## config.mk

```make
export PLATFORM = sky130hd
export DESIGN_NAME = shg_admission_guard
export DESIGN_NICKNAME = d
export VERILOG_FILES = /design/src/rtl/shg_pkg.sv /design/src/rtl/shg_lat_table.sv /design/src/rtl/shg_frame_tracker.sv /design/src/rtl/shg_gap_timer.sv /design/src/rtl/shg_admission_guard.sv
export SDC_FILE = /design/constraint.sdc
export NUM_CORES = 1
export LEC_CHECK = 0
export BUFFER_PORTS_ARGS = -buffer_cell sky130_fd_sc_hd__buf_4
export CORE_MARGIN = 2
export CORE_UTILIZATION = 48
export CTS_CLUSTER_DIAMETER = 60
export CTS_CLUSTER_SIZE = 14
export DETAILED_ROUTE_END_ITERATION = 7
export GPL_ROUTABILITY_DRIVEN = 0
export PLACE_DENSITY_LB_ADDON = 0.15
export SLEW_MARGIN = 15
export SYNTH_ARGS = -nofsm -noshare
export SYNTH_HDL_FRONTEND = slang
export SYNTH_SLANG_ARGS = --single-unit
```

## constraint.sdc

```tcl
create_clock -name clk -period 13.4 [get_ports clk]
set_input_delay 4.02 -clock clk [delete_from_list [all_inputs] [get_ports clk]]
set_output_delay 4.02 -clock clk [all_outputs]
set_load 0.05 [all_outputs]
```

## src/rtl/shg_pkg.sv

```systemverilog
package shg_pkg;

  // Pipeline latency for a size code: base plus one step per active stage.
  function automatic int lat_for_size(input int base, input int step,
                                      input int m, input int size_code);
    return base + step * (size_code - m);
  endfunction

  // Largest gap ever required (largest minus smallest latency).
  function automatic int max_gap(input int step, input int min_size,
                                 input int max_size);
    return step * (max_size - min_size);
  endfunction

endpackage

```

## src/rtl/shg_lat_table.sv

```systemverilog
module shg_lat_table
  import shg_pkg::*;
#(
  parameter int M         = 1,
  parameter int MIN_SIZE  = 2,
  parameter int MAX_SIZE  = 6,
  parameter int BASE_LAT  = 5,
  parameter int STAGE_LAT = 3,
  parameter int SIZE_W    = 3,
  parameter int LAT_W     = 5
) (
  input  logic [SIZE_W-1:0] size_code,
  output logic [LAT_W-1:0]  lat
);

  localparam int ENTRIES = MAX_SIZE + 1;

  logic [LAT_W-1:0] tbl [ENTRIES];

  for (genvar g = 0; g < ENTRIES; g++) begin : g_entry
    if (g >= MIN_SIZE) begin : g_valid
      assign tbl[g] = LAT_W'(lat_for_size(BASE_LAT, STAGE_LAT, M, g));
    end else begin : g_unused
      assign tbl[g] = '0;
    end
  end

  always_comb begin
    lat = '0;
    for (int i = 0; i < ENTRIES; i++) begin
      if (size_code == SIZE_W'(i)) lat = tbl[i];
    end
  end

endmodule

```

## src/rtl/shg_frame_tracker.sv

```systemverilog
module shg_frame_tracker #(
  parameter int M        = 1,
  parameter int MIN_SIZE = 2,
  parameter int MAX_SIZE = 6,
  parameter int SIZE_W   = 3
) (
  input  logic              clk,
  input  logic              rst,
  input  logic              in_valid,
  input  logic              frame_start,
  input  logic [SIZE_W-1:0] in_size,
  output logic              busy,
  output logic              last_beat,
  output logic [SIZE_W-1:0] end_size
);

  localparam int BEAT_W = MAX_SIZE - M + 1;

  logic [BEAT_W-1:0] remain_q;
  logic [SIZE_W-1:0] cur_size_q;
  logic [BEAT_W-1:0] start_len;
  logic              beat;

  assign start_len = BEAT_W'(1) << (in_size - SIZE_W'(M));
  assign busy      = (remain_q != '0);
  assign beat      = in_valid && !frame_start && busy;
  assign last_beat = (frame_start && start_len == BEAT_W'(1)) ||
                     (beat && remain_q == BEAT_W'(1));
  assign end_size  = frame_start ? in_size : cur_size_q;

  always_ff @(posedge clk) begin
    if (rst) begin
      remain_q   <= '0;
      cur_size_q <= SIZE_W'(MIN_SIZE);
    end else if (frame_start) begin
      remain_q   <= start_len - BEAT_W'(1);
      cur_size_q <= in_size;
    end else if (beat) begin
      remain_q   <= remain_q - BEAT_W'(1);
    end
  end


  end_clear_chk: assert property (@(posedge clk) disable iff (rst)
    (last_beat && !frame_start) |=> !busy);


  mid_frame_chk: assert property (@(posedge clk) disable iff (rst)
    (busy && !in_valid) |=> busy);

endmodule

```

## src/rtl/shg_gap_timer.sv

```systemverilog
module shg_gap_timer
  import shg_pkg::*;
#(
  parameter int M         = 1,
  parameter int MIN_SIZE  = 2,
  parameter int MAX_SIZE  = 6,
  parameter int BASE_LAT  = 5,
  parameter int STAGE_LAT = 3,
  parameter int SIZE_W    = 3,
  parameter int LAT_W     = 5
) (
  input  logic              clk,
  input  logic              rst,
  input  logic              last_beat,
  input  logic [SIZE_W-1:0] end_size,
  input  logic [LAT_W-1:0]  new_lat,
  output logic              gap_ok
);

  localparam int CAP   = max_gap(STAGE_LAT, MIN_SIZE, MAX_SIZE);
  localparam int ELP_W = $clog2(CAP + 1) + 1;

  logic [ELP_W-1:0]  elapsed_q;
  logic              has_prev_q;
  logic [SIZE_W-1:0] prev_size_q;
  logic [LAT_W-1:0]  prev_lat;
  logic [LAT_W-1:0]  need;

  shg_lat_table #(
    .M(M), .MIN_SIZE(MIN_SIZE), .MAX_SIZE(MAX_SIZE), .BASE_LAT(BASE_LAT),
    .STAGE_LAT(STAGE_LAT), .SIZE_W(SIZE_W), .LAT_W(LAT_W)
  ) u_prev_lat (
    .size_code(prev_size_q),
    .lat      (prev_lat)
  );

  assign need   = prev_lat - new_lat;
  assign gap_ok = !has_prev_q || (new_lat >= prev_lat) ||
                  (LAT_W'(elapsed_q) >= need);

  always_ff @(posedge clk) begin
    if (rst) begin
      elapsed_q   <= '0;
      has_prev_q  <= 1'b0;
      prev_size_q <= SIZE_W'(MIN_SIZE);
    end else if (last_beat) begin
      elapsed_q   <= '0;
      has_prev_q  <= 1'b1;
      prev_size_q <= end_size;
    end else if (elapsed_q < ELP_W'(CAP)) begin
      elapsed_q   <= elapsed_q + ELP_W'(1);
    end
  end


  gap_restart_chk: assert property (@(posedge clk) disable iff (rst)
    last_beat |=> (elapsed_q == '0) && has_prev_q);


  gap_count_chk: assert property (@(posedge clk) disable iff (rst)
    (!last_beat && elapsed_q < ELP_W'(CAP)) |=> (elapsed_q == $past(elapsed_q) + ELP_W'(1)));

endmodule

```

## src/rtl/shg_admission_guard.sv

```systemverilog
module shg_admission_guard
  import shg_pkg::*;
#(
  parameter int M         = 1,
  parameter int MIN_SIZE  = 2,
  parameter int MAX_SIZE  = 6,
  parameter int BASE_LAT  = 5,
  parameter int STAGE_LAT = 3,
  parameter int SIZE_W    = $clog2(MAX_SIZE + 2),
  parameter int LAT_W     = $clog2(BASE_LAT + STAGE_LAT * (MAX_SIZE - M) + 1)
) (
  input  logic              clk,
  input  logic              rst,
  input  logic              in_valid,
  input  logic              in_sop,
  input  logic [SIZE_W-1:0] in_size,
  output logic              start_ok,
  output logic [LAT_W-1:0]  lat_out,
  output logic              hazard
);

  logic              in_range;
  logic              sop_seen;
  logic              frame_start;
  logic              busy;
  logic              last_beat;
  logic [SIZE_W-1:0] end_size;
  logic [LAT_W-1:0]  new_lat;
  logic              gap_ok;
  logic [LAT_W-1:0]  lat_q;
  logic              hazard_q;

  assign in_range    = (in_size >= SIZE_W'(MIN_SIZE)) && (in_size <= SIZE_W'(MAX_SIZE));
  assign sop_seen    = in_valid && in_sop;
  assign frame_start = sop_seen && in_range;

  shg_lat_table #(
    .M(M), .MIN_SIZE(MIN_SIZE), .MAX_SIZE(MAX_SIZE), .BASE_LAT(BASE_LAT),
    .STAGE_LAT(STAGE_LAT), .SIZE_W(SIZE_W), .LAT_W(LAT_W)
  ) u_new_lat (
    .size_code(in_size),
    .lat      (new_lat)
  );

  shg_frame_tracker #(
    .M(M), .MIN_SIZE(MIN_SIZE), .MAX_SIZE(MAX_SIZE), .SIZE_W(SIZE_W)
  ) u_tracker (
    .clk        (clk),
    .rst        (rst),
    .in_valid   (in_valid),
    .frame_start(frame_start),
    .in_size    (in_size),
    .busy       (busy),
    .last_beat  (last_beat),
    .end_size   (end_size)
  );

  shg_gap_timer #(
    .M(M), .MIN_SIZE(MIN_SIZE), .MAX_SIZE(MAX_SIZE), .BASE_LAT(BASE_LAT),
    .STAGE_LAT(STAGE_LAT), .SIZE_W(SIZE_W), .LAT_W(LAT_W)
  ) u_gap (
    .clk      (clk),
    .rst      (rst),
    .last_beat(last_beat),
    .end_size (end_size),
    .new_lat  (new_lat),
    .gap_ok   (gap_ok)
  );

  assign start_ok = in_range && !busy && gap_ok;

  always_ff @(posedge clk) begin
    if (rst) begin
      lat_q    <= '0;
      hazard_q <= 1'b0;
    end else begin
      if (frame_start)           lat_q    <= new_lat;
      if (sop_seen && !start_ok) hazard_q <= 1'b1;
    end
  end

  assign lat_out = lat_q;
  assign hazard  = hazard_q;


  hazard_sticky_chk: assert property (@(posedge clk) disable iff (rst)
    hazard |=> hazard);


  hazard_raise_chk: assert property (@(posedge clk) disable iff (rst)
    (in_valid && in_sop && !start_ok) |=> hazard);


  lat_hold_chk: assert property (@(posedge clk) disable iff (rst)
    !(in_valid && in_sop) |=> $stable(lat_out));


  range_block_chk: assert property (@(posedge clk) disable iff (rst)
    !in_range |-> !start_ok);

endmodule

```

==> After elaboration in Yosys (flattened, before gate mapping) <==
Index checks and enable logic that the tools add are counted.
{ "word_totals": {"regBits": 24, "latch_bits": 0, "ramBits": 0, "romBits": 0, "out_inout_bits": 7, "elab_cells": 63, "n_memories": 0} }
{ "classes": {"add_sub_neg": 5, "multipliers": 0, "n_div": 0, "magnitude_cmp": 5, "eq_ne": 12, "shifts": 1, "mux": 13, "n_bitwise": 0, "reduce_logical": 20} }
{ "op_table": {"columns": ["operator", "count"], "rows": [
  ["5-bit 2-to-1 mux", 6],
  ["3-bit == test (second input constant)", 6],
  ["4-bit 2-to-1 mux", 4],
  ["3-bit by 2-bit == test with 1-bit output (second input constant)", 4],
  ["6-bit by 1-bit == test with 1-bit output (second input constant)", 2],
  ["6-bit 2-to-1 mux", 2],
  ["6-bit by 1-bit subtractor with 6-bit output (second input constant)", 2],
  ["5-bit greater-or-equal comparator", 2],
  ["1-bit logical AND", 10],
  ["6-bit nonzero test", 1],
  ["1-bit by 3-bit left shift with 6-bit output (first input constant)", 1],
  ["5-bit by 1-bit adder with 5-bit output (second input constant)", 1],
  ["5-bit by 4-bit < comparator with 1-bit output (second input constant)", 1],
  ["5-bit subtractor", 1],
  ["1-bit zero test", 4],
  ["3-bit by 2-bit greater-or-equal comparator with 1-bit output (second input constant)", 1],
  ["3-bit <= comparator (second input constant)", 1],
  ["1-bit logical OR", 3],
  ["3-bit 2-to-1 mux", 1],
  ["3-bit by 1-bit subtractor with 3-bit output (second input constant)", 1],
  ["2-bit nonzero test", 1],
  ["2-bit OR reduction", 1]
]} }

==> Logic depth before layout (Yosys ltp) <==
{ "logic_depth": {"ltp_word": 12, "mapped_depth": 14, "depth_no_buf": 13} }

==> Cells and area by module <==
A second synthesis with hierarchy kept.
{ "hier_totals": {"cells_unflattened": 191, "hier_area_um2": 1730.4} }
{ "modules_own_cells": {"columns": ["module", "instances", "cells_per_inst", "area_per_inst_um2"], "rows": [
  ["shg_frame_tracker", 1, 73, 663.1],
  ["shg_gap_timer", 1, 71, 648.1],
  ["shg_admission_guard", 1, 29, 294.0],
  ["shg_lat_table", 2, 9, 62.6]
]} }

==> Worst setup path before layout <==
OpenSTA, ideal clock, no wires.
{ "synth_path": {"kind": "input to output", "from": "input in_size[0]", "to": "output start_ok", "arrival_ns": 6.362, "setup_slack_ns": 3.018, "cell_stages": 14, "path_buffers": 1, "path_cell_list": "buf_2 nand2b_1 nor2_1 a21oi_1 inv_1 fa_1 inv_1 a21o_1 a21oi_1 xor2_1 ha_1 a2111oi_0 o21ai_0 o21ba_2"} }
{ "synth_lines": {"columns": ["item", "line", "rtl"], "rows": [
  ["start, declared", "shg_admission_guard.sv:16", "input logic [SIZE_W-1:0] in_size,"],
  ["3-bit by 2-bit == test with 1-bit output", "shg_lat_table.sv:31", "if (size_code == SIZE_W'(i)) lat = tbl[i];"],
  ["4-bit 2-to-1 mux (2 in series)", "shg_lat_table.sv:31", null],
  ["5-bit 2-to-1 mux", "shg_lat_table.sv:31", null],
  ["5-bit 2-to-1 mux (*)", "shg_lat_table.sv:31", null],
  ["net new_lat[1]", "shg_admission_guard.sv:28", "logic [LAT_W-1:0] new_lat;"],
  ["5-bit subtractor or 5-bit greater-or-equal comparator (tied branches)", "shg_gap_timer.sv:37, shg_gap_timer.sv:38", null],
  ["5-bit greater-or-equal comparator or 1-bit logical OR (tied branches)", "shg_gap_timer.sv:39, shg_gap_timer.sv:38", null],
  ["1-bit logical OR (*)", "shg_gap_timer.sv:38", "assign gap_ok = !has_prev_q || (new_lat >= prev_lat) ||"],
  ["1-bit logical AND (*)", "shg_admission_guard.sv:70", "assign start_ok = in_range && !busy && gap_ok;"],
  ["end, declared", "shg_admission_guard.sv:17", "output logic start_ok,"]
]} }
Mark *: on every way through the listed nets, which the timed path passes. The rest lies on a longest branch.

==> Worst setup path in the final report <==
{ "layout_path": {"from": "input in_size[2]", "to": "output start_ok"} }
Same word-level chain as after synthesis.

==> results.toml <==
[synth]
synth_cell_types = 54
async_flop_share_pct = 0
yosys_warnings = 0
syn_area_per_cell_um2 = 8.68
yosys-top-cells-area = "dfxtp_1 (29%), ha_1 (11%), nor2_1 (4.3%), a21oi_1 (4.2%), inv_1 (3.8%)"
synth_seq_cells = 24
synthTopCellsByCount = "dfxtp_1 (24), nor2_1 (19), inv_1 (17)"
synth_nets = 215
synth_area_um2 = 1670
synth_enable_flop_cells = 0
netlist_instances = 192
synth_top_area_share_pct = 28.8
yosysTopAreaCell = "dfxtp_1"
ys.flop_type = "dfxtp_1"
synth-seq-area-share_pct = 28.8
synth_most_common_cell = "dfxtp_1"

[floorplan]
initial_utilization_pct = 49.9
die_w_um = 62.9
core-area_um2 = 3340
die_height_um = 62.9
dieArea_um2 = 3960
fp-row-count = 21
boundaryPins = 14

[timing]
setup_viol = 0
layout_worst_path_cycle_share_pct = 80.6
tns_ns = 0
rsz0062_at_grt = "no"
final.min_clock_period_ns = 10.80
timing.final.max_slew_violations = 0
max_freq_ghz = 0.0926
hold_viol = 0
clock_skew_ns = 0.00991
relSlewSlack_pct = 63.8
tightest_slew_ns = 0.541

[drt]
drc = 0
vias_per_cell = 5.62
wl_per_cell_um = 14.2
initialDrtViolationCount = 64
vias = 1389
wl_um = 3500
drtPass1Iterations = 4
antenna_left = 0

[global_route]
overflow = 0
grt_usage_pct = 18.6
grt_pass1_wl_um = 5780
grt_max_degree = 24
antenna_found_initial = 0
grt_pass1_vias = 1244

[worst_setup_path]
required_ns = 9.38
end_kind = "output port"
path_cells = "buf_4 -> and2b_1 -> a21oi_1 -> inv_1 -> fa_1 -> inv_1 -> a21o_1 -> a21oi_1 -> xor2_1 -> ha_1 -> a2111oi_0 -> o21ai_0 -> o21ba_2 -> buf_4"
cp_top_family = "compound AO/OA/AOI/OAI gates"
critPathKind = "in -> out"
critPathSlowestCell = "fa_1"
crit_cells = 14
cp-start-kind = "input pin"
path_max_fanout = 17
arrival_ns = 6.78
cp_num_buf_inv = 4
reg2reg_depth = 12
max_stage_delay_ns = 0.47

[clock_tree]
cts_hold_buffers = 0
clk_pin_slew_worst_paths_ns = 0.14
cts_buffer_depth = 2
post_cts_buffers = 0
cts_buffers = 3
insertion_delay_ns = 0.32
ctsRootBufferMaster = "clkbuf_4"
htree_levels = 1
cts_resized = 0
clock-sinks = 24
cts_tree = "yes"

[pwr]
pwr-share-seq_pct = 39.4
p_total_w = 0.000222
p_int_w = 0.000145
pwr-share-comb_pct = 36.9
power.switching_w = 0.0000769
p_per_area_nw_per_um2 = 124
power_frac_clock_pct = 23.7
switching_share_pct = 34.6
leakage_nw = 0.806
ir_worst_vdd_mv = 0.0560

[place]
dp.cells = 243
dpl.hpwl_um = 2690
io_buffers = 13
place_area_um2 = 1740

[final_layout]
syn_to_final_growth_pct = 7.43
drive_above_1_share_pct = 13.4
nets = 225
fin_area_um2 = 1790
antenna_cells = 0
fin_cells = 247

[worst_hold_path]
hold_path_depth = 2
hold_class = "reg -> reg"

[outcome]
status = "complete, no violations"

[run]
drv_cap = 0
[registers in the layout, summed over array words and instances, names as in the netlist]
register              count
u_tracker.remain_q        6
lat_out                   5
u_gap.elapsed_q           5
u_gap.prev_size_q         3
u_tracker.cur_size_q      3
hazard                    1
u_gap.has_prev_q          1
[worst paths after layout]
path / start / endpoint / slack (ns)
setup / recovery: in_size[2] / start_ok / 2.60
hold / removal: lat_out[0]$_SDFFE_PP0P_ / lat_out[0]$_SDFFE_PP0P_ / 0.47
setup reg to reg: u_gap.prev_size_q[0]$_SDFFE_PP0P_ / hazard$_SDFFE_PP0P_ / 10.34
hold reg to reg: lat_out[0]$_SDFFE_PP0P_ / lat_out[0]$_SDFFE_PP0P_ / 0.47
[power groups by stage]
| stage | combinational, W | sequential (W) | clock (W) |
|---|---|---|---|
| floorplan | 0.0000629 | 0.0000909 | 0 |
| global placement | 0.0000799 | 0.0000887 | 0 |
| detailed placement | 0.0000817 | 0.0000892 | 0 |
| CTS | 0.0000824 | 0.0000877 | 0.0000545 |
| global route | 0.0000913 | 0.0000889 | 0.0000580 |
| finish | 0.0000820 | 0.0000877 | 0.0000527 |
[metrics by stage]
step / setup slack (ns) / util [%] / hold slack [ns]
detailed placement: 2.61 / 52.1 / 0.452
floorplan: 3.02 / - / 0.458
CTS: 2.60 / 53.7 / 0.472
global placement: 2.64 / 52.1 / 0.441
finish: 2.60 / 53.7 / 0.471
global route: 2.39 / 53.7 / 0.489
[cell usage in the layout, fill, tap and decap left out, types with 4 or more instances in the layout]
cell type,Yosys,layout
dfxtp_1,24,24
nor2_1,19,19
inv_1,17,17
ha_1,15,15
a21oi_1,14,14
buf_4,0,13
nor3_1,10,10
xor2_1,6,6
nor2b_1,6,6
nand2_1,5,5
nand3_1,5,5
o21ai_0,4,4
a211oi_1,4,4
[worst min-delay path, cell delays in order, from the launching register on]
cell and delay (ns):
dfxtp_1 0.34, nand2_1 0.05, a21oi_1 0.05
[routing by layer]
metal  track usage, %  vias to the layer above  part of all wire (%)
met4             6.67                        0                   1.4
li1                 -                      713                     -
met2             30.3                       28                    45
met1             25.2                      644                    48
met5                0                        -                     0
met3             2.16                        4                   4.8
[layout make-up]
class                   count  area, um^2
clock buffers               3        22.5
clock inverters             1        30.0
fillers                   331        1550
inverters                  17        63.8
multi-input cells         143        1040
flip-flops and latches     24         480
well taps                  46        57.6
repair buffers             13        97.6
[cell families after synthesis]
group           after synthesis  share of synthesized area, %
mux                           3                          1.80
flops                        24                          28.8
compound gates               54                          23.9
xor+xnor                      8                          4.20
buf+inv                      25                          8.86
simple gates                 62                          20.0
fa+ha+maj                    16                          12.5
Power figures use the tool's default switching activity.
